$ cat config.mk
export PLATFORM = sky130hd
export DESIGN_NAME = lnr_slide_redial
export DESIGN_NICKNAME = d
export VERILOG_FILES = /design/src/rtl/lnr_pkg.sv /design/src/rtl/lnr_store.sv /design/src/rtl/lnr_ctrl.sv /design/src/rtl/lnr_slide_redial.sv
export SDC_FILE = /design/constraint.sdc
export NUM_CORES = 1
export LEC_CHECK = 0
export BUFFER_PORTS_ARGS = -buffer_cell sky130_fd_sc_hd__buf_2
export CAP_MARGIN = 5
export CORE_ASPECT_RATIO = 1.5
export CORE_MARGIN = 8
export CORE_UTILIZATION = 45
export CTS_CLUSTER_DIAMETER = 120
export DETAILED_ROUTE_END_ITERATION = 12
export SYNTH_ARGS = -nofsm -noshare
export SYNTH_HDL_FRONTEND = slang
export SYNTH_SLANG_ARGS = --single-unit
$ cat constraint.sdc
create_clock -name clk -period 12.95 [get_ports clk]
set_input_delay 3.885 -clock clk [delete_from_list [all_inputs] [get_ports clk]]
set_output_delay 3.885 -clock clk [all_outputs]
set_load 0.005 [all_outputs]
$ cat src/rtl/lnr_pkg.sv
package lnr_pkg;
  localparam int unsigned DIGIT_W = 4;
  typedef logic [DIGIT_W-1:0] digit_t;
endpackage

$ cat src/rtl/lnr_store.sv
// Digit storage: one write port, two combinational read ports.
module lnr_store #(
  parameter int unsigned DEPTH = 30,
  parameter int unsigned PW    = $clog2(DEPTH + 1)
) (
  input  logic                    clk,
  input  logic                    wr_en,
  input  logic [PW-1:0]           wr_addr,
  input  lnr_pkg::digit_t         wr_data,
  input  logic [PW-1:0]           rda_addr,
  output lnr_pkg::digit_t         rda_data,
  input  logic [PW-1:0]           rdb_addr,
  output lnr_pkg::digit_t         rdb_data
);
  localparam logic [PW-1:0] LAST = PW'(DEPTH - 1);

  lnr_pkg::digit_t mem [DEPTH];

  always_ff @(posedge clk) begin
    for (int i = 0; i < DEPTH; i++) begin
      if (wr_en && (wr_addr == PW'(i))) mem[i] <= wr_data;
    end
  end

  always_comb begin
    rda_data = '0;
    rdb_data = '0;
    for (int i = 0; i < DEPTH; i++) begin
      if (rda_addr == PW'(i)) rda_data = mem[i];
      if (rdb_addr == PW'(i)) rdb_data = mem[i];
    end
    if (rda_addr > LAST) rda_data = '0;
    if (rdb_addr > LAST) rdb_data = '0;
  end
endmodule

$ cat src/rtl/lnr_ctrl.sv
// Cursor, compare, lockout, overflow and replay sequencing.
module lnr_ctrl #(
  parameter int unsigned DEPTH = 30,
  parameter int unsigned PW    = $clog2(DEPTH + 1)
) (
  input  logic            clk,
  input  logic            rst_n,
  input  logic            hook_off,
  input  logic            slide_en,
  input  logic            key_fire,
  input  lnr_pkg::digit_t key_digit,
  input  logic            redial_req,
  input  logic            out_fire,
  input  lnr_pkg::digit_t cmp_digit,
  output logic            wr_en,
  output logic [PW-1:0]   wr_addr,
  output logic [PW-1:0]   cmp_addr,
  output logic [PW-1:0]   emit_addr,
  output logic [PW-1:0]   len,
  output logic            locked,
  output logic            ovf,
  output logic            emitting
);
  localparam logic [PW-1:0] FULL = PW'(DEPTH);
  localparam logic [PW-1:0] ONE  = PW'(1);

  logic [PW-1:0] cnt_q, cnt_d, len_q, len_d, ptr_q, ptr_d;
  logic          lock_q, lock_d, ovf_q, ovf_d, post_q, post_d, emit_q, emit_d;

  always_comb begin
    cnt_d   = cnt_q;
    len_d   = len_q;
    ptr_d   = ptr_q;
    lock_d  = lock_q;
    ovf_d   = ovf_q;
    post_d  = post_q;
    emit_d  = emit_q;
    wr_en   = 1'b0;
    if (!hook_off) begin
      cnt_d  = '0;
      lock_d = 1'b0;
      ovf_d  = 1'b0;
      post_d = 1'b0;
      emit_d = 1'b0;
    end else if (emit_q) begin
      if (out_fire) begin
        if (ptr_q == len_q - ONE) emit_d = 1'b0;
        else                      ptr_d  = ptr_q + ONE;
      end
    end else if (redial_req) begin
      if (slide_en) begin
        if (!lock_q && (cnt_q < len_q)) begin
          emit_d = 1'b1;
          ptr_d  = cnt_q;
          post_d = 1'b1;
        end
      end else if ((cnt_q == '0) && (len_q != '0)) begin
        emit_d = 1'b1;
        ptr_d  = '0;
        post_d = 1'b1;
      end
    end else if (key_fire && !post_q) begin
      if (cnt_q == FULL) begin
        ovf_d = 1'b1;
        len_d = '0;
      end else if (slide_en && !lock_q && (cnt_q < len_q) && (key_digit == cmp_digit)) begin
        cnt_d = cnt_q + ONE;
      end else begin
        wr_en = 1'b1;
        len_d = cnt_q + ONE;
        cnt_d = cnt_q + ONE;
        if (slide_en) lock_d = 1'b1;
      end
    end
  end

  always_ff @(posedge clk or negedge rst_n) begin
    if (!rst_n) begin
      cnt_q  <= '0;
      len_q  <= '0;
      ptr_q  <= '0;
      lock_q <= 1'b0;
      ovf_q  <= 1'b0;
      post_q <= 1'b0;
      emit_q <= 1'b0;
    end else begin
      cnt_q  <= cnt_d;
      len_q  <= len_d;
      ptr_q  <= ptr_d;
      lock_q <= lock_d;
      ovf_q  <= ovf_d;
      post_q <= post_d;
      emit_q <= emit_d;
    end
  end

  assign wr_addr   = cnt_q;
  assign cmp_addr  = cnt_q;
  assign emit_addr = ptr_q;
  assign len       = len_q;
  assign locked    = lock_q;
  assign ovf       = ovf_q;
  assign emitting  = emit_q;
endmodule

$ cat src/rtl/lnr_slide_redial.sv
module lnr_slide_redial #(
  parameter int unsigned DEPTH = 30
) (
  input  logic                        clk,
  input  logic                        rst_n,
  input  logic                        hook_off,
  input  logic                        slide_en,
  input  logic                        key_valid,
  output logic                        key_ready,
  input  logic [lnr_pkg::DIGIT_W-1:0] key_digit,
  input  logic                        redial_req,
  output logic                        out_valid,
  input  logic                        out_ready,
  output logic [lnr_pkg::DIGIT_W-1:0] out_digit,
  output logic                        lockout,
  output logic                        overflow,
  output logic                        replaying
);
  localparam int unsigned PW = $clog2(DEPTH + 1);

  logic            wr_en, key_fire, out_fire;
  logic [PW-1:0]   wr_addr, cmp_addr, emit_addr, stored_len;
  lnr_pkg::digit_t cmp_digit, emit_digit;

  assign key_ready = hook_off & ~replaying & ~redial_req & out_ready;
  assign key_fire  = key_valid & key_ready;
  assign out_valid = hook_off & (replaying | (key_valid & ~redial_req));
  assign out_digit = replaying ? emit_digit : key_digit;
  assign out_fire  = out_valid & out_ready;

  lnr_store #(.DEPTH(DEPTH), .PW(PW)) i_store (
    .clk      (clk),
    .wr_en    (wr_en),
    .wr_addr  (wr_addr),
    .wr_data  (key_digit),
    .rda_addr (cmp_addr),
    .rda_data (cmp_digit),
    .rdb_addr (emit_addr),
    .rdb_data (emit_digit)
  );

  lnr_ctrl #(.DEPTH(DEPTH), .PW(PW)) i_ctrl (
    .clk        (clk),
    .rst_n      (rst_n),
    .hook_off   (hook_off),
    .slide_en   (slide_en),
    .key_fire   (key_fire),
    .key_digit  (key_digit),
    .redial_req (redial_req),
    .out_fire   (out_fire),
    .cmp_digit  (cmp_digit),
    .wr_en      (wr_en),
    .wr_addr    (wr_addr),
    .cmp_addr   (cmp_addr),
    .emit_addr  (emit_addr),
    .len        (stored_len),
    .locked     (lockout),
    .ovf        (overflow),
    .emitting   (replaying)
  );
endmodule

After elaboration in Yosys (flattened, before gate mapping)
Memories as Yosys holds them, arrays and structs flattened.
Index checks and enable logic that the tools add are counted.
{ "totals": {"ram_bits": 120, "regBits": 19, "out_inout_bits": 9, "memories": 1} }
{ "memory_table": {"columns": ["name", "words", "word_bits", "read_ports", "rd_clocked_by_memory_dff", "wr", "line", "source"], "rows": [
  ["i_store.mem", 30, 4, 30, 0, 1, "lnr_store.sv:17", "lnr_pkg::digit_t mem [DEPTH];"]
]} }
{ "op_classes": {"mux": 256, "order_cmp": 3, "eq_ne": 75, "add_sub_neg": 3, "n_reduce_logical": 78, "bitwise_logic": 10} }
{ "ops": {"columns": ["op", "n"], "rows": [
  ["$mux W4", 92],
  ["$mux W5", 43],
  ["$eq A5 B5 Y1 const B", 29],
  ["$mux W1", 121],
  ["$reduce_or A4 Y1", 29],
  ["$eq A5 B4 Y1 const B", 16],
  ["$eq A5 B3 Y1 const B", 8],
  ["$logic_and A1 B1 Y1", 36],
  ["$eq A5 B2 Y1 const B", 4],
  ["$ne A2 B1 Y1 const B", 6],
  ["$reduce_and A4 Y1", 3],
  ["$reduce_and A6 Y1", 2],
  ["$add A5 B1 Y5 const B", 2],
  ["$eq A5 B1 Y1 const B", 2],
  ["$gt A5 B5 Y1 const B", 2],
  ["$logic_not A5 Y1", 2],
  ["$ne A2 B2 Y1 const B", 5],
  ["$and A1 B1 Y1", 7],
  ["$ne A3 B1 Y1 const B", 2],
  ["$eq A5 B5 Y1", 1],
  ["$lt A5 B5 Y1", 1],
  ["$reduce_and A5 Y1", 1],
  ["$reduce_bool A5 Y1", 1],
  ["$sub A5 B1 Y5 const B", 1],
  ["7 further kinds", 9]
]} }

Depth between registers and ports, before layout
{ "depth": {"ltp_word": 73, "depth_mapped": 16, "depth_no_buf": 13} }

Hierarchy
A second synthesis with hierarchy kept.
{ "hier_totals": {"hier_cells": 858, "area_unflattened_um2": 8708.4} }
{ "modules_own_cells": {"columns": ["mod", "area_per_inst_um2", "seq_area_each_um2", "cells_per_inst", "n_inst"], "rows": [
  ["lnr_store", 7155.6, 3603.5, 691, 1],
  ["lnr_ctrl", 1433.9, 475.5, 156, 1],
  ["lnr_slide_redial", 118.9, 0.0, 11, 1]
]} }

Least setup slack after synthesis
No wires, ideal clock.
{ "synth_path": {"kind": "input port to output port", "from": "input key_digit[1] in the netlist's numbering", "to": "output out_digit[1] in the netlist's numbering", "required_ps": 9065, "t_arrival_ps": 4736, "path_slack_ps": 4329, "cell_stages": 4, "cell_sequence": "a221oi_1 nand3_1 a2111oi_0 o21ai_0"} }
{ "synth_via": {"elab_chain_len": 1} }
{ "synth_lines": {"columns": ["item", "line", "source"], "rows": [
  ["start, declared", "lnr_slide_redial.sv:10", "input logic [lnr_pkg::DIGIT_W-1:0] key_digit,"],
  ["$mux W4", "lnr_slide_redial.sv:28", "assign out_digit = replaying ? emit_digit : key_digit;"],
  ["end, declared", "lnr_slide_redial.sv:14", "output logic [lnr_pkg::DIGIT_W-1:0] out_digit,"]
]} }
No other way between the ends.

Worst setup path in the final report
{ "layout_path": {"from": "input key_digit[3] in the netlist's numbering", "to": "output out_digit[3] in the netlist's numbering"} }
The elaborated chain is that of the path after synthesis.

==> out/results.txt <==
Vias in the first global route = 8,259
Die Area = 25,000 um2
Synth Cell Area = 9040 um2
Share of post-route cells with drive strength above 1 = 10.3%
Crit path DAT = 5.55 ns
Final wirelength = 35,500 um
Master of the slowest instance on the critical path = buf_2
Post-CTS Setup Bufs = 0
Clk sinks = 139
Worst path max stage delay = 0.60 ns
Final setup fails = 0
GPL Wtd Cong = 0.990
Initial antenna violation count = 0
Post-synth net total = 989
CTS Buf Count = 17
Vias per cell = 6.96
Total GRT Usage = 28.0%
LEAKAGE = 3.30 nW
PwrDens = 154 nW/um2
Post-route cell area = 9850 um2
Height of the die = 190 um
Setup WS post-layout = 3.52 ns
Worst Path Required = 9.06 ns
Most common cell after layout, fill and taps aside = edfxtp_1
Grt ovf = 0
Synthesized flop and latch total = 139
Skew-Pair Late Insertion Delay = 0.44 ns
CTS tree = built
Root buf cell = clkbuf_16
PostCTS Resize Cnt = 0
Core area = 19,700 um2
Global-route wire length before repair = 52,800 um
1st-iter DRT viols = 1,306
Post-synth top flop = edfxtp_1
Ys Warns = 0
Reg2Reg Setup Slack = 7.47 ns
Fin crit share = 72.9%
Largest net degree at the start of global routing = 63
Worst Tran Pin Value = 1.06 ns
DRC = 0
Yosys cell types = 86
Crit-path most repeated cell = buf_2
CP Max Fanout = 32
Status = finished clean
HPWL reported at the end of detailed placement = 24,400 um
Hold crit path type = reg2reg
Post-synthesis async set-or-reset flop share = 13.7%
Hold buffer count at cts = 0
Critical Path Start Type = primary input
Placed cell areas = 9290 um2
Critical path class = in2out
Register area share after synthesis = 45.1%
WL per Instance = 28.9 um
Setup TNS = 0 ns
Antenna fix cells = 0
Final hold violations = 0
Post-Route Utilization = 50.0%
Most frequent cells in the layout = edfxtp_1 (120), nor2_1 (114), nand2_1 (79), a21oi_1 (72), o21ai_0 (57)
Fin crit period = 9.43 ns
Dpl ws = 3.58 ns
Slew HR = 27.5%
Layout Skew = 0.0125 ns
Synth Instances = 963
H-tree Lvls = 4
EDFF count, synth = 120
Clock transition at path regs = 0.07 ns
Routed Antenna Nets = 0
Cell breakdown of the critical path = buf_2 > inv_1 > o32ai_1 > nor3_1 > a31oi_1 > buf_2
Number of max-cap violations = 0
Rows = 63
RSZ-0062 raised after global routing = no
Synthesized area per cell = 9.39 um2
Peak supply drop = 0.0883 mV
First drt pass iteration count = 5
Area Growth Syn to Fin = 8.98%
PortBufs = 19
Initial Util = 45.9%
Vias = 8,545
Die Span X = 132 um
Setup crit end kind = output port
Boundary pin count = 20
Maximum clock frequency = 0.106 GHz
Total power = 0.00152 W
Clock Path Buffers = 2
Max-slew violations = 0
Nets = 981
## report_power, final
group	leakage [nW]	internal, W	switching, W
Sequential	1.33	0.000497	0.0000289
Clock	0.271	0.000269	0.000211
Combinational	1.70	0.000157	0.000356
## routing by layer
metal  track usage (%)  part of all wire, %
met3              4.99                  9.0
met4              17.7                  6.2
met5                 0                    0
met1              33.4                   37
met2              46.3                   48
## registers in the layout, indices dropped and copies added (netlist names)
register          flops
i_store.mem         120
i_ctrl.ovf            1
i_ctrl.len            5
i_ctrl.emit_addr      5
i_ctrl.post_q         1
i_ctrl.emitting       1
i_ctrl.locked         1
i_ctrl.cmp_addr       5
## logic make-up (layout without fill, tap and decap cells)
kind of cell / Yosys count / in the layout / share of synthesized area [%]
AO/OA/AOI/OAI: 311 / 311 / 24.4
XOR/XNOR: 7 / 7 / 0.678
adder cells (fa/ha/maj): 15 / 15 / 2.08
buffers and inverters: 99 / 104 / 4.80
flip-flops: 139 / 139 / 45.1
multiplexers: 8 / 8 / 0.900
AND/OR/NAND/NOR: 384 / 384 / 22.0
## worst paths after layout
check                                   start                 end  depth (start not counted)
setup / recovery                 key_digit[3]        out_digit[3]                          6
hold / removal                  i_ctrl.post_q       i_ctrl.post_q                          1
setup reg to reg           i_ctrl.cmp_addr[0]   i_store.mem[0][5]                         13
hold reg to reg                 i_ctrl.post_q       i_ctrl.post_q                          1
max in group asynchronous               rst_n  i_ctrl.cmp_addr[2]                          1
min in group asynchronous               rst_n       i_ctrl.post_q                          1
## through the flow
stage,hold WS [ns],std cells
4_1_cts,0.497,1228
3_5_place_dp,0.482,1196
5_1_grt,0.520,1228
2_1_floorplan,0.456,963
6_report,0.494,1228
3_3_place_gp,0.488,1196
## Yosys cell counts, drive strengths merged, types with 10 or more instances
| cell type | number | area (um2) |
|---|---|---|
| nor2b | 11 | 68.8 |
| o22ai | 18 | 113 |
| o221ai | 10 | 93.8 |
| a2111oi | 13 | 126 |
| o211ai | 16 | 120 |
| a31oi | 13 | 81.3 |
| a21oi | 72 | 360 |
| edfxtp | 120 | 3600 |
| nand3 | 55 | 275 |
| nand4b | 11 | 96.3 |
| clkbuf | 28 | 105 |
| nand2b | 20 | 125 |
| nor3 | 22 | 135 |
| nand2 | 79 | 297 |
| dfrtp | 19 | 475 |
| nor2 | 114 | 428 |
| a221oi | 11 | 103 |
| buf | 34 | 190 |
| o21ai | 58 | 290 |
| inv | 35 | 131 |
| ha | 15 | 188 |
## cell type report
| type | instances | area [um2] |
|---|---|---|
| Fill cell | 1935 | 9860 |
| Sequential cell | 139 | 4080 |
| Clock buffer | 18 | 429 |
| Multi-Input combinational cell | 725 | 4530 |
| Timing Repair Buffer | 35 | 215 |
| Tap cell | 260 | 325 |
| Inverter | 37 | 139 |
| Clock inverter | 14 | 135 |
## critical path, delay by kind of cell
family | cells | cell delay (ns)
AO/OA/AOI/OAI | 2 | 0.58
buffers and inverters | 3 | 0.97
AND/OR/NAND/NOR | 1 | 0.10
No activity file was read; power rests on OpenSTA's default activity.
